<file path="src/rtl/tk_pkg.sv">
package tk_pkg;

    typedef struct packed {
        logic [7:0] sec;
        logic [7:0] min;
        logic [7:0] hour;
    } tk_time_t;

    typedef struct packed {
        logic [2:0] dow;
        logic [7:0] date;
        logic [7:0] mon;
        logic [7:0] year;
    } tk_date_t;

    // Advance a packed BCD value, wrapping from last to first.
    function automatic logic [7:0] bcd_next(input logic [7:0] v,
                                            input logic [7:0] last,
                                            input logic [7:0] first);
        if (v == last)
            return first;
        if (v[3:0] == 4'd9)
            return {v[7:4] + 4'd1, 4'd0};
        return {v[7:4], v[3:0] + 4'd1};
    endfunction

    // A two-digit BCD year is a multiple of four when (2*tens + units) mod 4 is 0.
    function automatic logic year_is_leap(input logic [7:0] y);
        logic [1:0] r;
        r = {y[4], 1'b0} + y[1:0];
        return (r == 2'd0);
    endfunction

    function automatic logic [7:0] month_last(input logic [7:0] mon,
                                              input logic [7:0] year);
        case (mon)
            8'h02:                      return year_is_leap(year) ? 8'h29 : 8'h28;
            8'h04, 8'h06, 8'h09, 8'h11: return 8'h30;
            default:                    return 8'h31;
        endcase
    endfunction

endpackage

</file>
<file path="src/rtl/tk_prescaler.sv">
module tk_prescaler #(
    parameter int CNT_W   = 15,
    parameter int TAP_BIT = 5
) (
    input  logic clk,
    input  logic rst_n,
    input  logic en_i,
    input  logic stop_i,
    input  logic clear_i,
    output logic step_o,
    output logic tap_o
);
    localparam logic [CNT_W-1:0] LAST = {CNT_W{1'b1}};

    logic [CNT_W-1:0] cnt_d, cnt_q;
    logic             adv;

    always_comb begin
        adv    = en_i && !stop_i && !clear_i;
        step_o = adv && (cnt_q == LAST);
        cnt_d  = cnt_q;
        if (clear_i)
            cnt_d = '0;
        else if (adv)
            cnt_d = cnt_q + 1'b1;
    end

    always_ff @(posedge clk or negedge rst_n) begin
        if (!rst_n)
            cnt_q <= '0;
        else
            cnt_q <= cnt_d;
    end

    assign tap_o = cnt_q[TAP_BIT];

endmodule

</file>
<file path="src/rtl/tk_time_chain.sv">
module tk_time_chain
    import tk_pkg::*;
(
    input  logic     clk,
    input  logic     rst_n,
    input  logic     step_i,
    input  logic     load_i,
    input  tk_time_t load_val_i,
    output tk_time_t cur_o,
    output logic     day_o
);
    tk_time_t t_d, t_q;
    logic     sec_wrap, min_wrap;

    always_comb begin
        sec_wrap = step_i && (t_q.sec == 8'h59);
        min_wrap = sec_wrap && (t_q.min == 8'h59);
        day_o    = min_wrap && (t_q.hour == 8'h23) && !load_i;
        t_d      = t_q;
        if (load_i) begin
            t_d = load_val_i;
        end else if (step_i) begin
            t_d.sec = bcd_next(t_q.sec, 8'h59, 8'h00);
            if (sec_wrap)
                t_d.min = bcd_next(t_q.min, 8'h59, 8'h00);
            if (min_wrap)
                t_d.hour = bcd_next(t_q.hour, 8'h23, 8'h00);
        end
    end

    always_ff @(posedge clk or negedge rst_n) begin
        if (!rst_n)
            t_q <= '{sec: 8'h00, min: 8'h00, hour: 8'h00};
        else
            t_q <= t_d;
    end

    assign cur_o = t_q;

endmodule

</file>
<file path="src/rtl/tk_date_chain.sv">
module tk_date_chain
    import tk_pkg::*;
(
    input  logic     clk,
    input  logic     rst_n,
    input  logic     step_i,
    input  logic     load_i,
    input  tk_date_t load_val_i,
    output tk_date_t cur_o
);
    tk_date_t d_d, d_q;
    logic     last_day;

    always_comb begin
        last_day = (d_q.date == month_last(d_q.mon, d_q.year));
        d_d      = d_q;
        if (load_i) begin
            d_d = load_val_i;
        end else if (step_i) begin
            d_d.dow = (d_q.dow == 3'd7) ? 3'd1 : d_q.dow + 3'd1;
            if (!last_day) begin
                d_d.date = bcd_next(d_q.date, 8'h31, 8'h01);
            end else begin
                d_d.date = 8'h01;
                d_d.mon  = bcd_next(d_q.mon, 8'h12, 8'h01);
                if (d_q.mon == 8'h12)
                    d_d.year = bcd_next(d_q.year, 8'h99, 8'h00);
            end
        end
    end

    always_ff @(posedge clk or negedge rst_n) begin
        if (!rst_n)
            d_q <= '{dow: 3'd1, date: 8'h01, mon: 8'h01, year: 8'h00};
        else
            d_q <= d_d;
    end

    assign cur_o = d_q;

endmodule

</file>
<file path="src/rtl/bcd_timekeeper.sv">
module bcd_timekeeper
    import tk_pkg::*;
#(
    parameter int PRESCALE_BITS = 15,
    parameter int TAP_BIT       = 5
) (
    input  logic       clk,
    input  logic       rst_n,
    input  logic       tick_en_i,
    input  logic       stop_i,
    input  logic       load_i,
    input  logic [7:0] ld_sec_i,
    input  logic [7:0] ld_min_i,
    input  logic [7:0] ld_hour_i,
    input  logic [2:0] ld_dow_i,
    input  logic [7:0] ld_date_i,
    input  logic [7:0] ld_mon_i,
    input  logic [7:0] ld_year_i,
    output logic [7:0] sec_o,
    output logic [7:0] min_o,
    output logic [7:0] hour_o,
    output logic [2:0] dow_o,
    output logic [7:0] date_o,
    output logic [7:0] mon_o,
    output logic [7:0] year_o,
    output logic       sq_o
);
    logic     sec_step;
    logic     day_step;
    tk_time_t time_ld, time_cur;
    tk_date_t date_ld, date_cur;

    assign time_ld = '{sec: ld_sec_i, min: ld_min_i, hour: ld_hour_i};
    assign date_ld = '{dow: ld_dow_i, date: ld_date_i, mon: ld_mon_i, year: ld_year_i};

    tk_prescaler #(
        .CNT_W   (PRESCALE_BITS),
        .TAP_BIT (TAP_BIT)
    ) u_pre (
        .clk     (clk),
        .rst_n   (rst_n),
        .en_i    (tick_en_i),
        .stop_i  (stop_i),
        .clear_i (load_i),
        .step_o  (sec_step),
        .tap_o   (sq_o)
    );

    tk_time_chain u_time (
        .clk        (clk),
        .rst_n      (rst_n),
        .step_i     (sec_step),
        .load_i     (load_i),
        .load_val_i (time_ld),
        .cur_o      (time_cur),
        .day_o      (day_step)
    );

    tk_date_chain u_date (
        .clk        (clk),
        .rst_n      (rst_n),
        .step_i     (day_step),
        .load_i     (load_i),
        .load_val_i (date_ld),
        .cur_o      (date_cur)
    );

    assign sec_o  = time_cur.sec;
    assign min_o  = time_cur.min;
    assign hour_o = time_cur.hour;
    assign dow_o  = date_cur.dow;
    assign date_o = date_cur.date;
    assign mon_o  = date_cur.mon;
    assign year_o = date_cur.year;

endmodule

</file>
<file path="config.mk">
export PLATFORM = sky130hd
export DESIGN_NAME = bcd_timekeeper
export DESIGN_NICKNAME = d
export VERILOG_FILES = /design/src/rtl/tk_pkg.sv /design/src/rtl/tk_prescaler.sv /design/src/rtl/tk_time_chain.sv /design/src/rtl/tk_date_chain.sv /design/src/rtl/bcd_timekeeper.sv
export SDC_FILE = /design/constraint.sdc
export NUM_CORES = 1
export LEC_CHECK = 0
export BUFFER_PORTS_ARGS = -buffer_cell sky130_fd_sc_hd__buf_2
export CAP_MARGIN = 5
export CORE_MARGIN = 8
export CORE_UTILIZATION = 35
export CTS_BUF_LIST = sky130_fd_sc_hd__clkbuf_8
export DETAILED_ROUTE_END_ITERATION = 8
export GPL_ROUTABILITY_DRIVEN = 1
export SLEW_MARGIN = 20
export SYNTH_ARGS = -nofsm -noshare
export SYNTH_HDL_FRONTEND = slang
export SYNTH_SLANG_ARGS = --single-unit
export TNS_END_PERCENT = 50
</file>
<file path="constraint.sdc">
create_clock -name clk -period 3.59 [get_ports clk]
set_input_delay 0.718 -clock clk [delete_from_list [all_inputs] [get_ports clk]]
set_output_delay 0.718 -clock clk [all_outputs]
set_load 0.03 [all_outputs]
</file>
After elaboration in Yosys (flattened, before gate mapping)
Cells that the tools add are included.

Bits in registers: 66. Word-level logic and storage cells: 175.

Add/subtract/negate cells: 15. Equal/unequal tests: 20. Multiplexer cells: 92. Reduce and logical (&&, ||, !) cells: 34.

Operators with widths (count): 2-to-1 mux 8 bit (28); 2-to-1 mux 1 bit (55); 2-to-1 mux 27 bit (2); adder 4 x 1 -> 4 bit, second input constant (12); 2-to-1 mux 24 bit (2); 2-to-1 mux 15 bit (2); equality test 4 bit, second input constant (6); equality test 8 x 3 -> 1 bit, second input constant (2); equality test 8 x 5 -> 1 bit, second input constant (2); equality test 8 x 6 -> 1 bit, second input constant (2); equality test 8 x 7 -> 1 bit, second input constant (2); 2-to-1 mux 16 bit (1); case mux 8 bit (2 select lines) (1); adder 15 x 1 -> 15 bit, second input constant (1); equality test 15 bit, second input constant (1); nonzero test 3 bit (5); nonzero test 2 bit (7); AND reduction 3 bit (4); AND reduction 2 bit (5); equality test 8 x 2 -> 1 bit, second input constant (1); equality test 8 x 4 -> 1 bit, second input constant (1); equality test 8 bit (1); equality test 8 bit, second input constant (1); logical AND 1 bit (7); other kinds (9) (10).

Depth between registers and ports, before layout
Depth in word-level cells: 21. Depth in mapped cells: 9. Gate-level depth less buffers: 8.

By module
A second synthesis with hierarchy kept.

Cell total of the unflattened synthesis: 507. Area total of the unflattened synthesis: 4466.8 um^2.

By module, submodules not included: tk_date_chain (times used 1, cells an instance 238, area each 1996.9 um^2, seq. area each 679.4 um^2); tk_time_chain (times used 1, cells an instance 184, area each 1636.6 um^2, seq. area each 600.6 um^2); tk_prescaler (times used 1, cells an instance 85, area each 833.3 um^2, seq. area each 375.4 um^2).

Worst setup path before layout
OpenSTA, ideal clock, no wires.

Kind: flip-flop to flip-flop. Start point: register u_date.d_q, in the netlist u_date.cur_o[12]. End point: register u_date.d_q, in the netlist u_date.cur_o[6]. Library setup time: 126 ps. Data arrival time: 2723 ps. Required time: 3464 ps. Path slack: 741 ps. Cell stages (with the launch flop): 10. Path buffers: 1. Path through: dfrtp_1 > inv_1 > ha_1 > or3b_4 > o32a_1 > or3_1 > buf_6 > a2111oi_4 > o22ai_1 > a221o_1.

Longest elaborated chain between the ends: 6.

RTL lines: start: declaration (line tk_date_chain.sv:11) `tk_date_t d_d, d_q;`; start signal: assignment (line tk_date_chain.sv:34) `d_q <= '{dow: 3'd1, date: 8'h01, mon: 8'h01, year: 8'h00};`; equality test 8 x 3 -> 1 bit (tied with other cells) (line tk_pkg.sv:36) `case (mon)`; OR reduction 4 bit (line tk_pkg.sv:36); case mux 8 bit (2 select lines) (line tk_pkg.sv:36); equality test 8 bit (line tk_date_chain.sv:15) `last_day = (d_q.date == month_last(d_q.mon, d_q.year));`; nonzero test 2 bit (no line); AND reduction 4 bit (no line) (*).

Every way passes the cells marked *; elsewhere a longest branch is shown, timed or not. A chain may end at the register's enable or synchronous reset.

Worst setup path after layout
Start point: register u_time.t_q, in the netlist u_time.cur_o[4]. End point: register u_date.d_q, in the netlist u_date.cur_o[12].

Longest elaborated chain between the ends: 5.

RTL lines: start: declaration (line tk_time_chain.sv:12) `tk_time_t t_d, t_q;`; start signal: assignment (line tk_time_chain.sv:33) `t_q <= '{sec: 8'h00, min: 8'h00, hour: 8'h00};`; start signal: assignment (line tk_time_chain.sv:35) `t_q <= t_d;`; equality test 8 x 6 -> 1 bit (line tk_time_chain.sv:18) `day_o = min_wrap && (t_q.hour == 8'h23) && !load_i;`; logical AND 1 bit (2 in series) (line tk_time_chain.sv:18); nonzero test 2 bit (no line); AND reduction 3 bit (no line).

No other way between the ends.

==> flow_summary.yaml <==
job:
  drv_cap: 0
cells_and_area:
  multi_input_area_um2: 2470
  nNetsFinal: 657
  diodes: 0
  post-route-util_pct: 43.2
  syn2layout_area_growth_pct: 20.0
  drive_gt1_share_pct: 25.3
  n_fill_cell: 1201
  ff_latch_area_um2: 1660
routing:
  ant_nets: 0
  via_per_inst: 5.44
  drtIter0Drc: 324
  wl_per_cell_um: 16.5
  drc_errors: 0
  dr_total_vias: 3973
  first_pass_iters: 4
  wirelength_mm: 12.1
synth:
  synth-seq-cells: 66
  synthAdderAreaFrac_pct: 6.08
  syn_nets: 552
  synth_top_family_by_area: "simple AND/OR/NAND/NOR gates"
  synthCells: 475
  netlist_area_um2: 4320
  synth_cell_types: 73
  avgSynthCellArea_um2: 9.10
  muxShareOfSynthArea_pct: 3.97
  synth_edf_count: 0
  ys.flop_type: "dfrtp_1"
  yosysSeqAreaShare_pct: 38.3
  synth_xor_area_share_pct: 4.05
  ys_warn_count: 0
  yosys.area_share.simple_pct: 23.8
  async_reset_ff_share_pct: 100
  synth-compound-area-share_pct: 19.4
clock_tree:
  tritoncts: "done"
  cts_inserted_buffers: 9
  cts_sinks: 66
  cts-htree-levels: 3
  cts_resized: 0
  clkSlewWorstSetupHoldPaths_ns: 0.08
  post_cts_buffers: 0
  cts.hold.buffers_added: 0
  clk_path_buf_depth: 2
  root_buffer: "clkbuf_8"
  worstSkewPairLatency_ns: 0.36
timing:
  fin_skew_ns: 0.00752
  min_period_ns: 3.06
  finalCritPeriodShare_pct: 85.3
  worstMarginPinSlew_ns: 0.695
  setup_viol: 0
  slew_viol_final: 0
  fmax_ghz: 0.327
  hold_violations: 0
  rsz0062_at_grt: "no"
  tns_ns: 0
  slew_headroom_pct: 53.0
pwr:
  p_int_uw: 1250
  peakVddDrop_uv: 224
  p_sw_share_pct: 35.3
  p_clk_share_pct: 29.7
  switchingPower_uw: 682
  seq_power_share_pct: 46.5
  leakagePower_uw: 0.00240
  power_per_cell_area_nw_per_um2: 372
  comb_power_share_pct: 23.9
global_route:
  track_usage_pct: 15.0
  grt_max_degree: 61
  antenna_found_initial: 0
  grt-ovfl-total: 0
  grt_pass1_wl_mm: 19.9
  grt_pass1_vias: 3983
critical_path:
  startpoint_type: "flip-flop"
  crit_type: "flip-flop to flip-flop"
  endpoint_kind: "flip-flop"
  cp_data_arrival_time_ns: 3.30
  required_ns: 3.82
  cp_max_fo: 12
floorplan:
  core_um2: 12000
  initial_utilization_pct: 36.0
  die_h_um: 127
  die-area_um2: 16200
  row_count: 40
  pin_count: 108
  die_w_um: 127
placed_design:
  dp_hpwl_mm: 9.17
  gp_congestion: 0.805
  io_buffer_count: 107
run_status:
  status: "completed"
min_path:
  hp-class: "input port to async pin"
==> power by group through the flow <==
| stage | logic, uW | registers, uW | clock network, uW |
|---|---|---|---|
| floorplan | 203 | 997 | 0 |
| global placement | 458 | 908 | 0 |
| detailed placement | 466 | 911 | 0 |
| CTS | 468 | 897 | 590 |
| global route | 509 | 911 | 617 |
| finish | 461 | 898 | 573 |
==> placed cells by master, fill, tap and decap left out, drive strengths merged, types with 7 or more instances in the layout <==
| cell | instances |
|---|---|
| and3 | 7 |
| nor3 | 10 |
| nand2 | 54 |
| dfrtp | 63 |
| a21oi | 15 |
| inv | 26 |
| nor2b | 8 |
| o21ai | 31 |
| mux2i | 16 |
| xor2 | 14 |
| nor2 | 41 |
| buf | 115 |
| nand3 | 19 |
| ha | 21 |
| nand4 | 11 |
| clkbuf | 11 |
==> worst paths after layout <==
| path | startpoint | end | slack, ns | depth (start not counted) |
|---|---|---|---|---|
| setup / recovery | u_time.cur_o[4] | u_date.cur_o[12] | 0.53 | 9 |
| hold / removal | rst_n | u_date.cur_o[23] | 0.41 | 1 |
| setup reg to reg | u_time.cur_o[4] | u_date.cur_o[12] | 0.53 | 9 |
| hold reg to reg | u_pre.cnt_q[7] | u_pre.cnt_q[7] | 0.55 | 2 |
| max in group asynchronous | rst_n | u_date.cur_o[16] | 2.47 | 2 |
| min in group clk | u_pre.cnt_q[7] | u_pre.cnt_q[7] | 0.55 | 2 |
==> state kept, by name, indices dropped and copies added, names as in the netlist <==
name	cells
u_date.cur_o	27
u_pre.cnt_q	15
u_time.cur_o	24
==> synth_stat cells (3+ instances only) <==
library cell / number / area [um^2]
a211o_1: 3 / 26.3
o311ai_0: 5 / 43.8
inv_1: 25 / 93.8
a21oi_1: 14 / 70.1
ha_1: 21 / 263
o21ai_0: 29 / 145
a311oi_1: 3 / 26.3
and2_1: 4 / 25.0
o21a_1: 3 / 22.5
and4_1: 6 / 52.6
nand3b_1: 3 / 22.5
a41oi_1: 3 / 26.3
nand2b_1: 6 / 37.5
and3_1: 7 / 43.8
nor3b_1: 3 / 22.5
dfstp_2: 3 / 78.8
a21o_1: 3 / 22.5
nor3_1: 9 / 45.0
nor2_1: 41 / 154
nand4_1: 11 / 68.8
nand3_1: 19 / 95.1
nor4b_1: 3 / 26.3
clkbuf_1: 15 / 56.3
dfrtp_1: 63 / 1580
mux2i_1: 16 / 160
nand2_1: 54 / 203
a22oi_1: 3 / 22.5
a211oi_1: 3 / 22.5
xnor2_1: 6 / 52.6
a221oi_1: 3 / 26.3
xor2_1: 14 / 123
or3_1: 3 / 18.8
a221o_1: 6 / 60.1
nor4_1: 5 / 31.3
nor2b_1: 8 / 50.1
==> routing by layer <==
metal	share of wire, %	GRT usage (%)	vias to the layer above
met5	0	0	-
met4	2.0	6.44	0
met3	6.4	3.95	18
met2	46	24.1	112
met1	46	18.7	1881
li1	-	-	1962
==> kinds of logic (layout without fill, tap and decap cells) <==
group	Yosys count	in the layout
AND/OR/NAND/NOR	195	195
adder cells (fa/ha/maj)	21	21
XOR/XNOR	20	20
multiplexers	17	17
buffers and inverters	46	155
AO/OA/AOI/OAI	110	110
flip-flops	66	66
==> layout make-up <==
cell class                      instances  share of cell area (%)
Clock buffer                           11                    2.92
Inverter                               25                    1.81
Multi-Input combinational cell        363                    47.7
Clock inverter                          4                   0.362
Tap cell                              147                    3.55
Timing Repair Buffer                  115                    11.7
Sequential cell                        66                    31.9
==> stage by stage <==
stage | hold WS [ns] | power (uW) | setup slack, ns | instances | cell area (um^2)
final | 0.413 | 1930 | 0.529 | 731 | 5190
after global routing | 0.467 | 2040 | 0.300 | 731 | 5190
after CTS | 0.430 | 1950 | 0.527 | 731 | 5190
after detailed placement | 0.523 | 1380 | 0.531 | 716 | 5020
after global placement | 0.521 | 1370 | 0.624 | 716 | 5020
after floorplan | 0.422 | 1200 | 0.741 | 475 | 4320
==> worst max-delay path: stages, from the launching register on <==
cell	delay, ns
dfrtp_1	0.43
inv_1	0.10
ha_1	0.14
or4b_4	0.48
nor4_1	0.40
nand4_1	0.26
buf_4	0.26
a211oi_4	0.41
a21oi_1	0.16
a221o_1	0.32
Note: power is estimated with default switching activity, not from simulation.
